### src/rtl/eewp_pkg.sv
package eewp_pkg;

  localparam int STAT_W   = 8;
  localparam int LOCK_BIT = 7;
  localparam int RGN_HI   = 3;
  localparam int RGN_LO   = 2;

  typedef enum logic [1:0] {
    RGN_NONE    = 2'b00,
    RGN_QUARTER = 2'b01,
    RGN_HALF    = 2'b10,
    RGN_ALL     = 2'b11
  } region_e;

  typedef struct packed {
    logic    lock_en;
    region_e region;
  } prot_t;

  function automatic prot_t unpack_status(input logic [STAT_W-1:0] b);
    prot_t p;
    p.lock_en = b[LOCK_BIT];
    p.region  = region_e'(b[RGN_HI:RGN_LO]);
    return p;
  endfunction

  function automatic logic [STAT_W-1:0] pack_status(input prot_t p);
    logic [STAT_W-1:0] b;
    b                = '0;
    b[LOCK_BIT]      = p.lock_en;
    b[RGN_HI:RGN_LO] = p.region;
    return b;
  endfunction

endpackage

### src/rtl/eewp_status_reg.sv
module eewp_status_reg
  import eewp_pkg::*;
(
  input  logic              clk,
  input  logic              rst_n,
  input  logic              wp_n_i,
  input  logic              wr_req_i,
  input  logic [STAT_W-1:0] wr_data_i,
  output prot_t             prot_o,
  output logic              accept_o,
  output logic              discard_o
);

  prot_t prot_q;
  prot_t prot_d;
  logic  frozen;

  // The pin is taken live at the request edge.
  always_comb begin
    frozen    = prot_q.lock_en & ~wp_n_i;
    accept_o  = wr_req_i & ~frozen;
    discard_o = wr_req_i & frozen;
    prot_d    = prot_q;
    if (accept_o) begin
      prot_d = unpack_status(wr_data_i);
    end
  end

  always_ff @(posedge clk or negedge rst_n) begin
    if (!rst_n) begin
      prot_q <= '0;
    end else if (accept_o) begin
      prot_q <= prot_d;
    end
  end

  assign prot_o = prot_q;

  AST_FROZEN_HOLD: assert property (@(posedge clk) disable iff (!rst_n)
    (wr_req_i && prot_q.lock_en && !wp_n_i) |=> (prot_q == $past(prot_q)));

  AST_OPEN_LOAD: assert property (@(posedge clk) disable iff (!rst_n)
    (wr_req_i && (!prot_q.lock_en || wp_n_i)) |=> (prot_q.lock_en == $past(wr_data_i[LOCK_BIT])));

endmodule

### src/rtl/eewp_region.sv
module eewp_region
  import eewp_pkg::*;
#(
  parameter int ADDR_W = 18
) (
  input  region_e           region_i,
  input  logic [ADDR_W-1:0] addr_i,
  input  logic              idpage_i,
  output logic              hit_o
);

  localparam int                N_CODES = 4;
  localparam logic [ADDR_W-1:0] HALF_BASE    = {1'b1, {(ADDR_W-1){1'b0}}};
  localparam logic [ADDR_W-1:0] QUARTER_BASE = {2'b11, {(ADDR_W-2){1'b0}}};

  logic [N_CODES-1:0] arr_hit;

  // One window compare per region code.
  for (genvar k = 0; k < N_CODES; k++) begin : g_code
    if (k == int'(RGN_NONE)) begin : g_none
      assign arr_hit[k] = 1'b0;
    end else if (k == int'(RGN_QUARTER)) begin : g_qtr
      assign arr_hit[k] = (addr_i >= QUARTER_BASE);
    end else if (k == int'(RGN_HALF)) begin : g_half
      assign arr_hit[k] = (addr_i >= HALF_BASE);
    end else begin : g_all
      assign arr_hit[k] = 1'b1;
    end
  end

  always_comb begin
    if (idpage_i) begin
      hit_o = (region_i == RGN_ALL);
    end else begin
      hit_o = arr_hit[region_i];
    end
  end

endmodule

### src/rtl/eewp_guard.sv
module eewp_guard
  import eewp_pkg::*;
#(
  parameter int ADDR_W = 18
) (
  input  logic              clk,
  input  logic              rst_n,
  input  logic              wp_n_i,
  input  logic              sr_wr_req_i,
  input  logic [7:0]        sr_wr_data_i,
  input  logic              dat_wr_req_i,
  input  logic [ADDR_W-1:0] dat_wr_addr_i,
  input  logic              dat_wr_idpage_i,
  output logic              sr_grant_o,
  output logic              sr_reject_o,
  output logic              dat_grant_o,
  output logic              dat_reject_o,
  output logic [7:0]        status_o
);

  // Reset: asserted asynchronously, released on the clock.
  logic rst_meta_q;
  logic rst_sync_n;

  always_ff @(posedge clk or negedge rst_n) begin
    if (!rst_n) begin
      rst_meta_q <= 1'b0;
      rst_sync_n <= 1'b0;
    end else begin
      rst_meta_q <= 1'b1;
      rst_sync_n <= rst_meta_q;
    end
  end

  prot_t prot;
  logic  sr_accept;
  logic  sr_discard;
  logic  rgn_hit;

  eewp_status_reg u_stat (
    .clk       (clk),
    .rst_n     (rst_sync_n),
    .wp_n_i    (wp_n_i),
    .wr_req_i  (sr_wr_req_i),
    .wr_data_i (sr_wr_data_i),
    .prot_o    (prot),
    .accept_o  (sr_accept),
    .discard_o (sr_discard)
  );

  eewp_region #(.ADDR_W(ADDR_W)) u_rgn (
    .region_i (prot.region),
    .addr_i   (dat_wr_addr_i),
    .idpage_i (dat_wr_idpage_i),
    .hit_o    (rgn_hit)
  );

  // Response pulses: next state, then register.
  logic sr_grant_d, sr_reject_d, dat_grant_d, dat_reject_d;
  logic sr_grant_q, sr_reject_q, dat_grant_q, dat_reject_q;

  always_comb begin
    sr_grant_d   = sr_accept;
    sr_reject_d  = sr_discard;
    dat_grant_d  = dat_wr_req_i & ~rgn_hit;
    dat_reject_d = dat_wr_req_i & rgn_hit;
  end

  always_ff @(posedge clk or negedge rst_sync_n) begin
    if (!rst_sync_n) begin
      sr_grant_q   <= 1'b0;
      sr_reject_q  <= 1'b0;
      dat_grant_q  <= 1'b0;
      dat_reject_q <= 1'b0;
    end else begin
      sr_grant_q   <= sr_grant_d;
      sr_reject_q  <= sr_reject_d;
      dat_grant_q  <= dat_grant_d;
      dat_reject_q <= dat_reject_d;
    end
  end

  assign sr_grant_o   = sr_grant_q;
  assign sr_reject_o  = sr_reject_q;
  assign dat_grant_o  = dat_grant_q;
  assign dat_reject_o = dat_reject_q;
  assign status_o     = pack_status(prot);

  AST_PAD_ZERO: assert property (@(posedge clk) disable iff (!rst_sync_n)
    (status_o & 8'h73) == 8'h00);

  AST_SR_LOCKED: assert property (@(posedge clk) disable iff (!rst_sync_n)
    (sr_wr_req_i && status_o[7] && !wp_n_i) |=> (sr_reject_o && !sr_grant_o && $stable(status_o)));

  AST_SR_OPEN: assert property (@(posedge clk) disable iff (!rst_sync_n)
    (sr_wr_req_i && (!status_o[7] || wp_n_i)) |=> (sr_grant_o && (status_o == ($past(sr_wr_data_i) & 8'h8C))));

  AST_ALL_BLOCKED: assert property (@(posedge clk) disable iff (!rst_sync_n)
    (dat_wr_req_i && status_o[3:2] == 2'b11) |=> dat_reject_o);

  AST_OPEN_ALL: assert property (@(posedge clk) disable iff (!rst_sync_n)
    (dat_wr_req_i && status_o[3:2] == 2'b00) |=> dat_grant_o);

  AST_ONE_ANSWER: assert property (@(posedge clk) disable iff (!rst_sync_n)
    dat_wr_req_i |=> (dat_grant_o ^ dat_reject_o));

  AST_NO_REQ_QUIET: assert property (@(posedge clk) disable iff (!rst_sync_n)
    !dat_wr_req_i |=> (!dat_grant_o && !dat_reject_o));

endmodule

### config.mk
export PLATFORM = sky130hd
export DESIGN_NAME = eewp_guard
export DESIGN_NICKNAME = d
export VERILOG_FILES = /design/src/rtl/eewp_pkg.sv /design/src/rtl/eewp_status_reg.sv /design/src/rtl/eewp_region.sv /design/src/rtl/eewp_guard.sv
export SDC_FILE = /design/constraint.sdc
export NUM_CORES = 1
export LEC_CHECK = 0
export ABC_AREA = 1
export BUFFER_PORTS_ARGS = -buffer_cell sky130_fd_sc_hd__buf_4
export CAP_MARGIN = 20
export CELL_PAD_IN_SITES_DETAIL_PLACEMENT = 0
export CELL_PAD_IN_SITES_GLOBAL_PLACEMENT = 1
export CORE_MARGIN = 10
export CORE_UTILIZATION = 19
export CTS_BUF_LIST = sky130_fd_sc_hd__clkbuf_4 sky130_fd_sc_hd__clkbuf_8
export DETAILED_ROUTE_END_ITERATION = 7
export PLACE_DENSITY_LB_ADDON = 0.1
export SLEW_MARGIN = 20
export SYNTH_ARGS = -nofsm -noshare
export SYNTH_HDL_FRONTEND = slang
export SYNTH_SLANG_ARGS = --single-unit
export TNS_END_PERCENT = 30
### constraint.sdc
create_clock -name clk -period 0.8 [get_ports clk]
set_input_delay 0.12 -clock clk [delete_from_list [all_inputs] [get_ports clk]]
set_output_delay 0.12 -clock clk [all_outputs]
set_load 0.005 [all_outputs]
# After elaboration in Yosys (flattened, before gate mapping)
# Index checks and enable logic that the tools add are counted.
[classes]
n_mux = 3
bitwise_logic = 8
eq_ne = 1
order_cmp = 3
[op_table]
columns = ["cell", "n"]
rows = [
  ["$ge 18x18->1 const B", 2],
  ["$and 1x1->1", 5],
  ["$lt 2x3->1 const B", 1],
  ["$not 1->1", 3],
  ["$bmux 1 s2", 1],
  ["$eq 2x2->1 const B", 1],
  ["$mux 1", 2],
]
[totals]
register_bits = 9
input_bits = 32
word_cells = 23

# Longest topological paths before layout
[depth]
depth_word = 6
mapped_depth = 5
ltp_nobuf = 5

# Modules after synthesis
# Synthesis repeated with hierarchy kept, for this count alone.
[unflattened]
cells_unflattened = 44
area_unflattened_um2 = 386.6
[by_module_without_submodules]
columns = ["mod", "n_inst", "area_per_inst_um2", "cells_per_inst", "seq_area_each_um2"]
rows = [
  ["eewp_guard", 1, 212.7, 17, 150.1],
  ["eewp_status_reg", 1, 140.1, 18, 75.1],
  ["eewp_region", 1, 33.8, 9, 0.0],
]

# Worst setup path before layout
# Ideal clock, no wire load.
[synth_path]
path_kind = "register to register"
startpoint = "register u_stat.prot_q, in the netlist u_stat.prot_o[2]"
endpoint = "register u_stat.prot_q, in the netlist u_stat.prot_o[2]"
setup_slack_ns = 0.004
period_less_slack_ns = 0.796
path_buffers = 0
stages_incl_launch_ff = 5
required_ns = 0.684
setup_ns = 0.116
arrival_ns = 0.680
path_cell_list = "dfrtp_1 nand2_2 nand2_1 nand2_1 nand2_1"
[synth_between]
elab_chain_len = 3
[synth_lines]
columns = ["item", "line_no", "rtl"]
rows = [
  ["from (decl)", "eewp_status_reg.sv:14", "prot_t prot_q;"],
  ["from (signal assigned)", "eewp_status_reg.sv:33", "prot_q <= prot_d;"],
  ["$and 1x1->1", "eewp_status_reg.sv:20", "frozen = prot_q.lock_en & ~wp_n_i;"],
  ["$not 1->1", "eewp_status_reg.sv:21", "accept_o = wr_req_i & ~frozen;"],
  ["$and 1x1->1", "eewp_status_reg.sv:21", ""],
]
# Every way passes these cells.
# A chain may end at the register's enable or synchronous reset.

# Worst setup path after layout
[layout_path]
startpoint = "register u_stat.prot_q, in the netlist u_stat.prot_o[2]"
endpoint = "output status_o[7]"
[layout_rtl]
columns = ["item", "line_no", "rtl"]
rows = [
  ["to (decl)", "eewp_guard.sv:18", "output logic [7:0] status_o"],
]
# No word-level cell between the ends.

==> impl_metrics.csv <==
group,metric,value,unit
outcome,outcome,"finished with violations",
outcome,failed_checks,"setup timing",
logic_synthesis,yosys-top-cells-area,"dfrtp_1, nand2_1, buf_4, inv_1, nand3_1",
placement,place_inst,86,
drt,wl_per_cell,9.78,µm
logic_synthesis,ys_top_cells_by_count,"nand2_1, dfrtp_1, buf_4",
drt,first_pass_iters,2,
logic_synthesis,synth_seq_cells,9,
run,maxCapViolCount,0,
placement,globalplace.congestion,0.681,
sta,maxSlewViolCount,0,
sta,fmax,1000,MHz
floorplan,core,1920,µm²
logic_synthesis,synth-seq-area-share,59.4,%
sta,hold_violations,0,
logic_synthesis,synthCells,42,
worst_setup_path,crit_type,"reg -> out",
drt,via_per_inst,3.49,
clocking,clock-sinks,9,
finish,fill_cells,207,
worst_setup_path,r2r_cells,5,
worst_setup_path,required,680,ps
logic_synthesis,yosys.area.top_type,"dfrtp_1",
logic_synthesis,synthArstFlopShare,100,%
clocking,cts_buffers,3,
worst_setup_path,end_kind,"output pin",
worst_setup_path,critPathLaunchType,"flip-flop",
hold_path,hold_depth,3,
pwr,ir_drop,847,µV
worst_setup_path,slowest_delay,400,ps
hold_path,min_to,"u_stat.prot_o[2]",
floorplan,io_pins,44,
sta,totalNegativeSetupSlack,-1000,ps
finish,num_antenna_cells,0,
finish,final_cells,94,
worst_setup_path,r2r_slack,-110,ps
global_routing,grt_start_max_net_pins,8,
placement,place_hpwl,718,µm
sta,period_share,125,%
logic_synthesis,postSynthAreaPerCell,9.03,µm²
clocking,path_clk_slew,60,ps
drt,drtIter0Drc,1,
worst_setup_path,r2r_end,"u_stat.prot_o[1]",
global_routing,antenna_found_initial,0,
logic_synthesis,ys_warn_count,0,
worst_setup_path,cp_top_family,"flip-flops",
global_routing,overflow,0,
finish,syn_to_final_growth,70.6,%
finish,drive_gt1_share,50.7,%
logic_synthesis,synth_edf_count,0,
hold_path,hp-start,"sr_wr_data_i[7]",
placement,portBuffers,17,
worst_setup_path,path_buf_inv,2,
floorplan,initial_core_util,19.7,%
worst_setup_path,r2r_start,"u_stat.prot_o[2]",
logic_synthesis,synth.most_common_cell,"nand2_1",
clocking,cts_tree,"built",
worst_setup_path,critPathMaxFanout,2,
logic_synthesis,synth_top_area_share,59.4,%
sta,fin_skew,0.659,ps
clocking,clockBufferDepth,2,
clocking,cts_max_level,1,
logic_synthesis,synth.distinct_cells,11,
global_routing,grt_pass1_vias,385,
floorplan,fp.dieH,64.7,µm
sta,worst_slack,-199,ps
clocking,root_buffer,"clkbuf_4",
logic_synthesis,synthFlopType,"dfrtp_1",
drt,via_count,328,
worst_setup_path,worst_ep_arrival_time,880,ps
pwr,p_leak,0.000353,µW
global_routing,grt_pass1_wl,1.57,mm
pwr,powerDensity,1870,nW/µm²
worst_setup_path,cp_cell_sequence,"buf_6 -> buf_6",
sta,rsz0062_at_grt,"yes",
pwr,p_total,1210,µW
floorplan,die-area,4180,µm²
finish,nets,100,
sta,finalCriticalPeriod,999,ps
global_routing,grt_use_total,4.85,%
drt,remaining_drc_errors,0,
drt,routed_wl,919,µm
floorplan,die_w,64.7,µm
sta,setup_viol,12,
clocking,clk_latency,250,ps
worst_setup_path,crit_top_cell,"buf_6",
hold_path,min_path_type,"in -> reg",
drt,ant_nets,0,
floorplan,rows,16,
logic_synthesis,synth_area,379,µm²
worst_setup_path,cpMaxStageDelayCell,"dfrtp_1",
==> where the power goes <==
| part | internal (µW) | switching [µW] | leakage [µW] |
|---|---|---|---|
| Sequential | 497 | 33.1 | 0.000111 |
| Combinational | 182 | 117 | 0.000223 |
| Clock | 226 | 151 | 0.0000184 |
| Total | 906 | 301 | 0.000353 |
==> per-stage QoR <==
step	instance area, µm²	hold WS, ps	utilization, %	worst slack (ps)
global placement	526	-96.8	27.3	-44.5
finish	647	60.7	33.7	-199
global route	647	73.9	33.7	-234
detailed placement	526	-96.3	27.3	-34.8
CTS	626	52.8	32.6	-208
floorplan	394	-176	-	3.51
==> cell usage in the layout (no fill, tap or decap) <==
cell type	count
inv_2	1
buf_6	10
clkbuf_4	4
dlygate4sd3_1	1
conb_1	6
nand3_1	2
a21oi_2	2
inv_1	4
nand2_1	9
buf_4	11
nand2_2	5
nand2_4	1
nor2_1	2
dfrtp_1	9
==> area by class of cell <==
type                    count  area, µm²  area share (%)
flip-flops and latches      9        225            34.8
inverters                   5       18.8            2.90
clock buffers               4       30.0            4.64
repair buffers             22        205            31.7
multi-input cells          27        134            20.7
well taps                  27       33.8            5.22
==> worst register-to-register path: cells and delay by family (launching register included) <==
family,cells,cell delay (ps)
DFF,1,400
and+or+nand+nor,4,240
buffers and inverters,1,160
==> worst max-delay path by stage <==
stage               depth (start not counted)             start  slack (ps)          endpoint
floorplan                                   4  u_stat.prot_o[2]           4  u_stat.prot_o[2]
detailed placement                          4  u_stat.prot_o[2]         -30  u_stat.prot_o[2]
CTS                                         2  u_stat.prot_o[2]        -210       status_o[7]
finish                                      2  u_stat.prot_o[2]        -200       status_o[7]
global placement                            4  u_stat.prot_o[2]         -40  u_stat.prot_o[2]
global route                                2  u_stat.prot_o[2]        -230       status_o[7]
==> routing by layer <==
metal | up-vias | track usage [%] | share of wire (%)
met5 | - | 0 | 0
met4 | 0 | 0.802 | 0
met3 | 0 | 5.50 | 13
met2 | 13 | 7.76 | 54
met1 | 150 | 4.02 | 32
li1 | 165 | - | -
==> logic make-up after synthesis <==
logic type             after synthesis  share of synthesized area, %
flip-flops                           9                          59.4
buffers and inverters               10                          14.9
other                                2                          1.98
AND/OR/NAND/NOR                     19                          20.1
AO/OA/AOI/OAI                        2                          3.63
==> state kept, by name, summed over array words and instances (netlist names) <==
register,cells
dat_grant_o,1
rst_sync_n,1
sr_reject_o,1
dat_reject_o,1
u_stat.prot_o,3
rst_meta_q,1
sr_grant_o,1
==> repair_timing <==
item,in CTS,in global routing
pin swaps,0,3
hold endpoints to repair,2,0
hold buffers,1,0
gates resized for setup,10,7
cloned,0,0
setup endpoints to repair,10,14
buffers inserted,3,0
(Power assumes the default switching activity.)
